`src/rtl/dref_pkg.sv`:
```
package dref_pkg;

    typedef enum logic [2:0] {
        ST_PAUSE,
        ST_WARM_LO,
        ST_WARM_HI,
        ST_IDLE,
        ST_WAIT,
        ST_LEAD,
        ST_ACT,
        ST_PRE
    } seq_state_t;

    function automatic int max2(input int a, input int b);
        return (a > b) ? a : b;
    endfunction

endpackage

```
`src/rtl/dref_interval.sv`:
```
// Free-running period timer; one-cycle tick at the end of each period.
module dref_interval #(
    parameter int PERIOD = 1562
) (
    input  logic clk,
    input  logic rst_n,
    input  logic en,
    output logic tick
);
    localparam int W = $clog2(PERIOD + 1);

    logic [W-1:0] cnt;

    always_ff @(posedge clk or negedge rst_n) begin
        if (!rst_n)                      cnt <= '0;
        else if (!en)                    cnt <= '0;
        else if (cnt == W'(PERIOD - 1))  cnt <= '0;
        else                             cnt <= cnt + 1'b1;
    end

    assign tick = en && (cnt == W'(PERIOD - 1));
endmodule

```
`src/rtl/dref_backlog.sv`:
```
// Count of owed refreshes, saturating; urgent beyond the postponement limit.
module dref_backlog #(
    parameter int LIMIT = 8
) (
    input  logic clk,
    input  logic rst_n,
    input  logic add,
    input  logic sub,
    output logic pending,
    output logic urgent
);
    localparam int CAP = LIMIT + 2;
    localparam int W   = $clog2(CAP + 1);

    logic [W-1:0] owed;

    always_ff @(posedge clk or negedge rst_n) begin
        if (!rst_n) begin
            owed <= '0;
        end else begin
            unique case ({add, sub})
                2'b10:   if (owed != W'(CAP)) owed <= owed + 1'b1;
                2'b01:   if (owed != '0)      owed <= owed - 1'b1;
                default: owed <= owed;
            endcase
        end
    end

    assign pending = (owed != '0);
    assign urgent  = (owed > W'(LIMIT));
endmodule

```
`src/rtl/dref_rowcnt.sv`:
```
// Row pointer for row-only refresh; tied to zero in column-first mode.
module dref_rowcnt #(
    parameter int ROW_W  = 10,
    parameter int ENABLE = 0
) (
    input  logic             clk,
    input  logic             rst_n,
    input  logic             step,
    output logic [ROW_W-1:0] row
);
    logic [ROW_W-1:0] row_q;

    generate
        if (ENABLE != 0) begin : g_count
            always_ff @(posedge clk or negedge rst_n) begin
                if (!rst_n)    row_q <= '0;
                else if (step) row_q <= row_q + 1'b1;
            end
        end else begin : g_zero
            always_ff @(posedge clk or negedge rst_n) begin
                if (!rst_n)    row_q <= '0;
                else if (step) row_q <= '0;
            end
        end
    endgenerate

    assign row = row_q;
endmodule

```
`src/rtl/dram_refresh_seq.sv`:
```
module dram_refresh_seq
    import dref_pkg::*;
#(
    parameter int PAUSE_CYC    = 20000,
    parameter int INIT_CYC     = 8,
    parameter int T_RAS        = 6,
    parameter int T_RP         = 4,
    parameter int T_CSR        = 2,
    parameter int REF_INTERVAL = 1562,
    parameter int POSTPONE_MAX = 8,
    parameter int ROW_W        = 10,
    parameter int RAS_ONLY     = 0
) (
    input  logic             clk,
    input  logic             rst_n,
    input  logic             ref_gnt,
    output logic             ref_req,
    output logic             ref_urgent,
    output logic             ref_own,
    output logic             init_done,
    output logic             ras_n,
    output logic             cas_n,
    output logic [ROW_W-1:0] row_addr
);
    localparam int LONGEST = max2(max2(PAUSE_CYC, T_RAS), max2(T_RP, T_CSR));
    localparam int CNT_W   = $clog2(LONGEST + 1);
    localparam int WARM_W  = $clog2(INIT_CYC + 1);

    seq_state_t        state, state_nx;
    logic [CNT_W-1:0]  tmr, tmr_nx;
    logic [WARM_W-1:0] warm, warm_nx;
    logic              tick, pending, hot, paid;

    assign paid = (state == ST_PRE) && (tmr == '0);

    dref_interval #(.PERIOD(REF_INTERVAL)) u_interval (
        .clk (clk), .rst_n (rst_n), .en (init_done), .tick (tick)
    );

    dref_backlog #(.LIMIT(POSTPONE_MAX)) u_backlog (
        .clk (clk), .rst_n (rst_n), .add (tick), .sub (paid),
        .pending (pending), .urgent (hot)
    );

    dref_rowcnt #(.ROW_W(ROW_W), .ENABLE(RAS_ONLY)) u_rowcnt (
        .clk (clk), .rst_n (rst_n), .step (paid), .row (row_addr)
    );

    // state register
    always_ff @(posedge clk or negedge rst_n) begin
        if (!rst_n) begin
            state <= ST_PAUSE;
            tmr   <= CNT_W'(PAUSE_CYC - 1);
            warm  <= '0;
        end else begin
            state <= state_nx;
            tmr   <= tmr_nx;
            warm  <= warm_nx;
        end
    end

    // transitions
    always_comb begin
        state_nx = state;
        tmr_nx   = (tmr != '0) ? tmr - 1'b1 : tmr;
        warm_nx  = warm;
        unique case (state)
            ST_PAUSE: if (tmr == '0) begin
                state_nx = ST_WARM_LO;
                tmr_nx   = CNT_W'(T_RAS - 1);
            end
            ST_WARM_LO: if (tmr == '0) begin
                state_nx = ST_WARM_HI;
                tmr_nx   = CNT_W'(T_RP - 1);
            end
            ST_WARM_HI: if (tmr == '0) begin
                if (warm == WARM_W'(INIT_CYC - 1)) begin
                    state_nx = ST_IDLE;
                end else begin
                    warm_nx  = warm + 1'b1;
                    state_nx = ST_WARM_LO;
                    tmr_nx   = CNT_W'(T_RAS - 1);
                end
            end
            ST_IDLE: if (pending) state_nx = ST_WAIT;
            ST_WAIT: if (ref_gnt) begin
                if (RAS_ONLY != 0) begin
                    state_nx = ST_ACT;
                    tmr_nx   = CNT_W'(T_RAS - 1);
                end else begin
                    state_nx = ST_LEAD;
                    tmr_nx   = CNT_W'(T_CSR - 1);
                end
            end
            ST_LEAD: if (tmr == '0) begin
                state_nx = ST_ACT;
                tmr_nx   = CNT_W'(T_RAS - 1);
            end
            ST_ACT: if (tmr == '0) begin
                state_nx = ST_PRE;
                tmr_nx   = CNT_W'(T_RP - 1);
            end
            ST_PRE: if (tmr == '0) state_nx = ST_IDLE;
            default: state_nx = ST_PAUSE;
        endcase
    end

    // outputs
    always_comb begin
        ras_n      = 1'b1;
        cas_n      = 1'b1;
        ref_req    = 1'b0;
        ref_own    = 1'b0;
        init_done  = 1'b0;
        unique case (state)
            ST_PAUSE, ST_WARM_HI: ref_own = 1'b1;
            ST_WARM_LO: begin
                ref_own = 1'b1;
                ras_n   = 1'b0;
            end
            ST_IDLE: init_done = 1'b1;
            ST_WAIT: begin
                init_done = 1'b1;
                ref_req   = 1'b1;
            end
            ST_LEAD: begin
                init_done = 1'b1;
                ref_own   = 1'b1;
                cas_n     = 1'b0;
            end
            ST_ACT: begin
                init_done = 1'b1;
                ref_own   = 1'b1;
                ras_n     = 1'b0;
                cas_n     = (RAS_ONLY != 0);
            end
            ST_PRE: begin
                init_done = 1'b1;
                ref_own   = 1'b1;
            end
            default: ref_own = 1'b1;
        endcase
        ref_urgent = hot && init_done;
    end
endmodule

```
`config.mk`:
```
export PLATFORM = sky130hd
export DESIGN_NAME = dram_refresh_seq
export DESIGN_NICKNAME = d
export VERILOG_FILES = /design/src/rtl/dref_pkg.sv /design/src/rtl/dref_interval.sv /design/src/rtl/dref_backlog.sv /design/src/rtl/dref_rowcnt.sv /design/src/rtl/dram_refresh_seq.sv
export SDC_FILE = /design/constraint.sdc
export NUM_CORES = 1
export LEC_CHECK = 0
export ABC_AREA = 1
export BUFFER_PORTS_ARGS = -buffer_cell sky130_fd_sc_hd__buf_2
export CELL_PAD_IN_SITES_DETAIL_PLACEMENT = 1
export CELL_PAD_IN_SITES_GLOBAL_PLACEMENT = 2
export CORE_MARGIN = 4
export CORE_UTILIZATION = 35
export DETAILED_ROUTE_END_ITERATION = 6
export PLACE_DENSITY = 0.78
export SLEW_MARGIN = 20
export SYNTH_ARGS = -nofsm -noshare
export SYNTH_HDL_FRONTEND = slang
export SYNTH_SLANG_ARGS = --single-unit
```
`constraint.sdc`:
```
create_clock -name clk -period 2.65 [get_ports clk]
set_input_delay 0.1325 -clock clk [delete_from_list [all_inputs] [get_ports clk]]
set_output_delay 0.1325 -clock clk [all_outputs]
set_load 0.02 [all_outputs]
```
* Word-level counts from Yosys, hierarchy flattened *
Index checks and enable logic that the tools add are counted.

word-level totals
  bits in registers = 37
  input bits = 3
  output and inout port bits = 16
  logic and storage cells = 77

operators by class
  add/subtract/negate cells = 5
  order comparisons = 1
  equal/unequal tests = 22
  muxes and demuxes = 27
  bitwise logic cells = 1
  reduce and logical (&&, ||, !) cells = 16

operators with widths
  operator                                               count
  2-to-1 mux 15 bit                                      6
  one-hot mux 15 bit (4 select lines)                    1
  2-to-1 mux 3 bit                                       8
  one-hot mux 3 bit (8 select lines)                     1
  2-to-1 mux 11 bit                                      2
  != test 2 bit (second input constant)                  8
  zero test 15 bit                                       1
  nonzero test 15 bit                                    1
  subtractor 15 x 1 -> 15 bit (second input constant)    1
  equality test 3 bit (second input constant)            4
  adder 11 x 1 -> 11 bit (second input constant)         1
  equality test 11 bit (second input constant)           1
  adder 4 x 1 -> 4 bit (second input constant)           2
  2-to-1 mux 4 bit                                       2
  one-hot mux 4 bit (2 select lines)                     1
  AND reduction 8 bit                                    1
  equality test 3 x 2 -> 1 bit (second input constant)   2
  AND reduction 3 bit                                    2
  OR reduction 2 bit                                     3
  OR reduction 6 bit                                     1
  2-to-1 mux 1 bit                                       5
  OR reduction 5 bit                                     1
  equality test 4 x 3 -> 1 bit (second input constant)   1
  greater-than comparator 4 bit (second input constant)  1
  other kinds (12)                                       15

* Logic depth before layout (Yosys ltp) *
  depth in word-level cells = 7
  gate-level depth with buffers = 16
  mapped depth without buffers = 16

* By module *
From an unflattened synthesis, not the netlist that was laid out.

unflattened totals
  cell total of the unflattened synthesis = 337
  area total of the unflattened synthesis = 2476.1 sq um

modules (own cells, without submodules)
  module            times used  cells an instance  area an instance (sq um)  sequential area each (sq um)
  dram_refresh_seq  1           210                1488.9                    561.8
  dref_interval     1           73                 606.8                     275.3
  dref_backlog      1           43                 301.5                     100.1
  dref_rowcnt       1           11                 78.8                      0.0

* Least setup slack after synthesis *
Ideal clock, no wire load.

  kind = flip-flop to flip-flop
  start point = reg tmr[0]
  end point = reg u_backlog.owed[3]
  setup time = 0.117 ns
  data arrival time = 2.051 ns
  required time = 2.533 ns
  path slack = 0.482 ns
  stages on the path, launching flop included = 16
  buffers on the path = 0
  clock period less this slack = 2.168 ns
  path through = dfstp_2 inv_1 ha_1 nand2_1 nor2_8 nand3_2 nor2_2 ha_1 nand2_1 nand2_1 nor2_1 inv_1 nor2_1 nor2_1 nand3_1 nand2_1

between the ends
  longest elaborated chain between the ends = 5
  elaborated cells between the ends (all ways) = 9
  those cells by class = eq/ne: 4; mux: 1; reduce/logical: 4

RTL lines
  item                                                                        RTL line                source
  start: declaration                                                          dram_refresh_seq.sv:30  logic [CNT_W-1:0] tmr, tmr_nx;
  start signal: assignment                                                    dram_refresh_seq.sv:53  tmr <= CNT_W'(PAUSE_CYC - 1);
  start signal: assignment                                                    dram_refresh_seq.sv:57  tmr <= tmr_nx;
  zero test 15 bit *                                                          dram_refresh_seq.sv:34  assign paid = (state == ST_PRE) && (tmr == '0);
  logical AND 1 bit *                                                         dram_refresh_seq.sv:34
  equality test 2 bit / equality test 2 x 1 -> 1 bit (equally long branches)  dref_backlog.sv:21      unique case ({add, sub})
  != test 2 x 1 -> 1 bit (no source line), or another cell as far along       -
  AND reduction 3 bit (no source line)                                        -
  end signal: assignment                                                      dref_backlog.sv:22      2'b10: if (owed != W'(CAP)) owed <= owed + 1'b1;
  end signal: assignment                                                      dref_backlog.sv:23      2'b01: if (owed != '0) owed <= owed - 1'b1;
  end signal: assignment                                                      dref_backlog.sv:24      default: owed <= owed;
  end: declaration                                                            dref_backlog.sv:15      logic [W-1:0] owed;

Every way passes the cells marked *; elsewhere a longest branch is shown, timed or not.
A chain may end at the register's enable or synchronous reset.

* Final worst setup path *
Ends and elaborated chain as after synthesis.

==> impl_metrics.prom <==
# TYPE chip_impl_metric gauge
chip_impl_info{name="outcome",value="finished clean"} 1
chip_impl_metric{name="ir_worst_vdd",unit="V"} 0.000251
chip_impl_info{name="worstHoldPathType",value="input pin to flip-flop"} 1
chip_impl_metric{name="achievable-frequency",unit="GHz"} 0.416
chip_impl_metric{name="setup_slack_of_the_critical_path_after_layout",unit="ns"} 0.247
chip_impl_metric{name="vias_in_the_first_global_route",unit=""} 2112
chip_impl_metric{name="drtIter0Drc",unit=""} 48
chip_impl_metric{name="fraction_of_the_yosys_area_taken_by_sequential_cells",unit="%"} 37.6
chip_impl_metric{name="ys_seq_elements",unit=""} 37
chip_impl_metric{name="tns",unit="ns"} 0
chip_impl_info{name="critical-path-top-cell-by-count",value="sky130_fd_sc_hd__nand2_1"} 1
chip_impl_metric{name="tritoncts.num_buffers",unit=""} 5
chip_impl_metric{name="io-pin-count",unit=""} 19
chip_impl_metric{name="placementRows",unit=""} 30
chip_impl_metric{name="post_layout_nonfiller_instances",unit=""} 442
chip_impl_metric{name="p_leak",unit="nW"} 1.43
chip_impl_info{name="critical_path.reg2reg.startpoint",value="tmr[0]"} 1
chip_impl_metric{name="clock-sinks",unit=""} 37
chip_impl_metric{name="areaGrowthSynthToFinish",unit="%"} 9.25
chip_impl_info{name="rsz_0062_raised_after_global_routing",value="no"} 1
chip_impl_metric{name="relSlewSlack",unit="%"} 42.8
chip_impl_metric{name="die_x",unit="um"} 92.3
chip_impl_info{name="cpMaxStageDelayCell",value="sky130_fd_sc_hd__dfstp_2"} 1
chip_impl_metric{name="finalClockSkew",unit="ns"} 0.00729
chip_impl_metric{name="preCtsSetupSlack",unit="ns"} 0.171
chip_impl_metric{name="design.core.area",unit="sq mm"} 0.00687
chip_impl_metric{name="worst-slew-pin-transition",unit="ns"} 0.857
chip_impl_metric{name="post-synth-top-area-fraction",unit="%"} 28.1
chip_impl_metric{name="die_h",unit="um"} 92.3
chip_impl_info{name="timing_worst_setup_path_type",value="flip-flop to flip-flop"} 1
chip_impl_info{name="cts_root_buffer",value="sky130_fd_sc_hd__clkbuf_8"} 1
chip_impl_info{name="timing.hold.worst_endpoint",value="tmr[2]"} 1
chip_impl_metric{name="drc_errors",unit=""} 0
chip_impl_metric{name="global_route.overflow_total",unit=""} 0
chip_impl_metric{name="placed_wire_length_estimate",unit="mm"} 4.37
chip_impl_metric{name="min_period_over_period",unit="%"} 90.7
chip_impl_metric{name="dr.pass1.iters",unit=""} 4
chip_impl_metric{name="place.port_buffers",unit=""} 8
chip_impl_metric{name="track_usage",unit="%"} 14.8
chip_impl_info{name="rr_endpoint",value="u_backlog.owed[3]"} 1
chip_impl_metric{name="start_util",unit="%"} 36.2
chip_impl_metric{name="total_power",unit="mW"} 2.80
chip_impl_metric{name="critPathRequiredTime",unit="ns"} 2.85
chip_impl_metric{name="regToRegSetupSlack",unit="ns"} 0.25
chip_impl_metric{name="first_pass_grt_wire_length",unit="mm"} 10.1
chip_impl_metric{name="htree_num_levels",unit=""} 2
chip_impl_metric{name="final-setup-viol-count",unit=""} 0
chip_impl_info{name="cp-end-kind",value="flip-flop"} 1
chip_impl_metric{name="route.vias.total",unit=""} 2017
chip_impl_info{name="hold_path_startpoint",value="ref_gnt"} 1
chip_impl_metric{name="cts.reportedPaths.clkPinSlew",unit="ns"} 0.08
chip_impl_metric{name="fp.dieArea",unit="sq mm"} 0.00853
chip_impl_metric{name="clk_latency",unit="ns"} 0.30
chip_impl_info{name="crit_chain",value="inv_1, ha_1, nand2_1, nor2_8, nand3_2, nor2_4, ha_1, nand2_1, nand2_1, nor2_1, inv_1, nor2_1, nor2_1, nand3_1, nand2_1"} 1
chip_impl_metric{name="critical_path_peak_fanout",unit=""} 5
chip_impl_metric{name="syn-mean-instance-area",unit="sq um"} 7.52
chip_impl_metric{name="clock_tree.buffer_depth",unit=""} 2
chip_impl_metric{name="route.detailed.vias_per_inst",unit=""} 4.56
chip_impl_metric{name="synth_enable_flop_cells",unit=""} 0
chip_impl_metric{name="holdWs",unit="ns"} 0.284
chip_impl_metric{name="ys_async_sr_fraction",unit="%"} 100
chip_impl_metric{name="synth_cell_types",unit=""} 35
chip_impl_metric{name="critical-path-max-stage-delay",unit="ns"} 0.56
chip_impl_metric{name="reg2regPathDepth",unit=""} 15
chip_impl_info{name="synth_ff_type",value="sky130_fd_sc_hd__dfrtp_1"} 1
chip_impl_info{name="post-synth-top-count-cell",value="sky130_fd_sc_hd__nand2_1"} 1
chip_impl_metric{name="drv_slew",unit=""} 0
chip_impl_info{name="synthTopCellsByCount",value="sky130_fd_sc_hd__nand2_1 (68), sky130_fd_sc_hd__nor2_1 (52), sky130_fd_sc_hd__inv_1 (50)"} 1
chip_impl_metric{name="power_density_over_the_cells",unit="mW/mm^2"} 1030
chip_impl_info{name="timing.critical_path.from_type",value="flip-flop"} 1
chip_impl_metric{name="place_inst",unit=""} 433
chip_impl_metric{name="syn-instance-count",unit=""} 331
chip_impl_metric{name="post_route_cells_drive_above_1_share",unit="%"} 14.5
chip_impl_metric{name="syn_area",unit="sq mm"} 0.00249
chip_impl_metric{name="yosysWarnings",unit=""} 0
chip_impl_metric{name="worst_hold_path.num_cells",unit=""} 6
chip_impl_metric{name="postRouteAntennaNets",unit=""} 0
chip_impl_metric{name="initial_antenna_violation_count",unit=""} 0
chip_impl_metric{name="gp_congestion",unit=""} 0.825
chip_impl_metric{name="layout_min_cycle_time",unit="ns"} 2.40
chip_impl_metric{name="final_hold_viol_count",unit=""} 0
chip_impl_metric{name="timing.critical_path.arrival",unit="ns"} 2.60
chip_impl_metric{name="postCtsSetupRepairBufs",unit=""} 0
chip_impl_metric{name="nNetsFinal",unit=""} 357
chip_impl_info{name="synth.top_cells.by_area",value="sky130_fd_sc_hd__dfrtp_1 (28%), sky130_fd_sc_hd__nand2_1 (10%), sky130_fd_sc_hd__dfstp_2 (9.5%), sky130_fd_sc_hd__nor2_1 (7.8%), sky130_fd_sc_hd__inv_1 (7.5%)"} 1
chip_impl_info{name="synth.largest_area_cell",value="sky130_fd_sc_hd__dfrtp_1"} 1
chip_impl_metric{name="wl_per_cell",unit="um"} 12.7
chip_impl_metric{name="max_cap_viol_count",unit=""} 0
chip_impl_metric{name="drt_wl_total",unit="mm"} 5.61
chip_impl_metric{name="pin_count_of_the_biggest_net_entering_global_routing",unit=""} 38
chip_impl_info{name="cts_tree",value="yes"} 1
chip_impl_metric{name="diodes",unit=""} 0
-- timing repair --
action | in CTS | in global routing
endpoints found under the hold margin | 28 | 0
hold buffers | 1 | 0
gates resized for setup | 0 | 1
setup endpoints to repair | 0 | 1
-- placed cells by master, fill, tap and decap left out, drive strengths merged --
cell type,instances
nand2,73
xor2,10
dfstp,9
xnor2,8
dfrtp,28
a211oi,1
buf,8
nand4,6
dlygate4sd3,1
bufinv,1
o21ai,14
o22ai,1
a21oi,5
inv,54
conb,10
clkinv,1
o211ai,1
fa,1
mux2,1
o221ai,1
nor2,64
clkbuf,6
nand3,20
a21boi,1
nor3b,1
nor3,10
a311oi,1
a31o,1
ha,8
-- through the flow --
stage               util [%]  cell area [sq um]
floorplan                  -               2520
global placement        37.8               2600
detailed placement      37.8               2600
CTS                     39.5               2720
global route            39.6               2720
finish                  39.6               2720
-- worst max-delay path: cells and delay by family (launching register included) --
family	cells	cell delay, ns
simple gates	11	1.00
flops	1	0.56
fa+ha+maj	2	0.56
buf+inv	2	0.17
-- state kept, by name, indices dropped and copies added, names as in the netlist --
| signal | flops |
|---|---|
| tmr | 15 |
| u_interval.cnt | 11 |
| u_backlog.owed | 4 |
| state | 3 |
| warm | 4 |
-- final cells by class --
cell class / count / area (sq um)
clock buffers: 6 / 72.6
fillers: 873 / 4150
repair buffers: 9 / 50.0
inverters: 54 / 203
well taps: 96 / 120
flip-flops and latches: 37 / 937
clock inverters: 2 / 35.0
multi-input cells: 238 / 1300
-- worst max-delay path by stage --
stage / slack (ns) / cells after the start / end / from
floorplan: 0.48 / 15 / u_backlog.owed[3] / tmr[0]
global placement: 0.34 / 15 / u_backlog.owed[3] / tmr[0]
global route: 0.02 / 15 / u_backlog.owed[3] / tmr[0]
CTS: 0.18 / 15 / u_backlog.owed[3] / tmr[0]
finish: 0.25 / 15 / u_backlog.owed[3] / tmr[0]
detailed placement: 0.17 / 15 / u_backlog.owed[3] / tmr[0]
-- cells by family (layout without fill, tap and decap cells) --
kind of cell | Yosys count | in the layout | synth area share, %
and+or+nand+nor | 174 | 174 | 33.0
buffers and inverters | 65 | 71 | 11.6
DFF | 37 | 37 | 37.6
AOI/OAI and AO/OA | 26 | 26 | 6.03
xor gates and xnor gates | 18 | 18 | 6.33
adders and majority gates | 9 | 9 | 4.82
other | 1 | 10 | 0.151
muxes | 1 | 1 | 0.452
-- report_power, final --
group	internal, mW	switching, mW	total [mW]
clock network	0.279	0.214	0.493
registers	0.727	0.123	0.851
logic	0.477	0.981	1.46
total	1.48	1.32	2.80
-- per-layer routing --
layer	share of wire, %	track usage, %
met1	50	19.3
met2	46	24.3
met3	3.0	3.01
met4	1.6	5.20
met5	0	0
(Power assumes the default switching activity.)
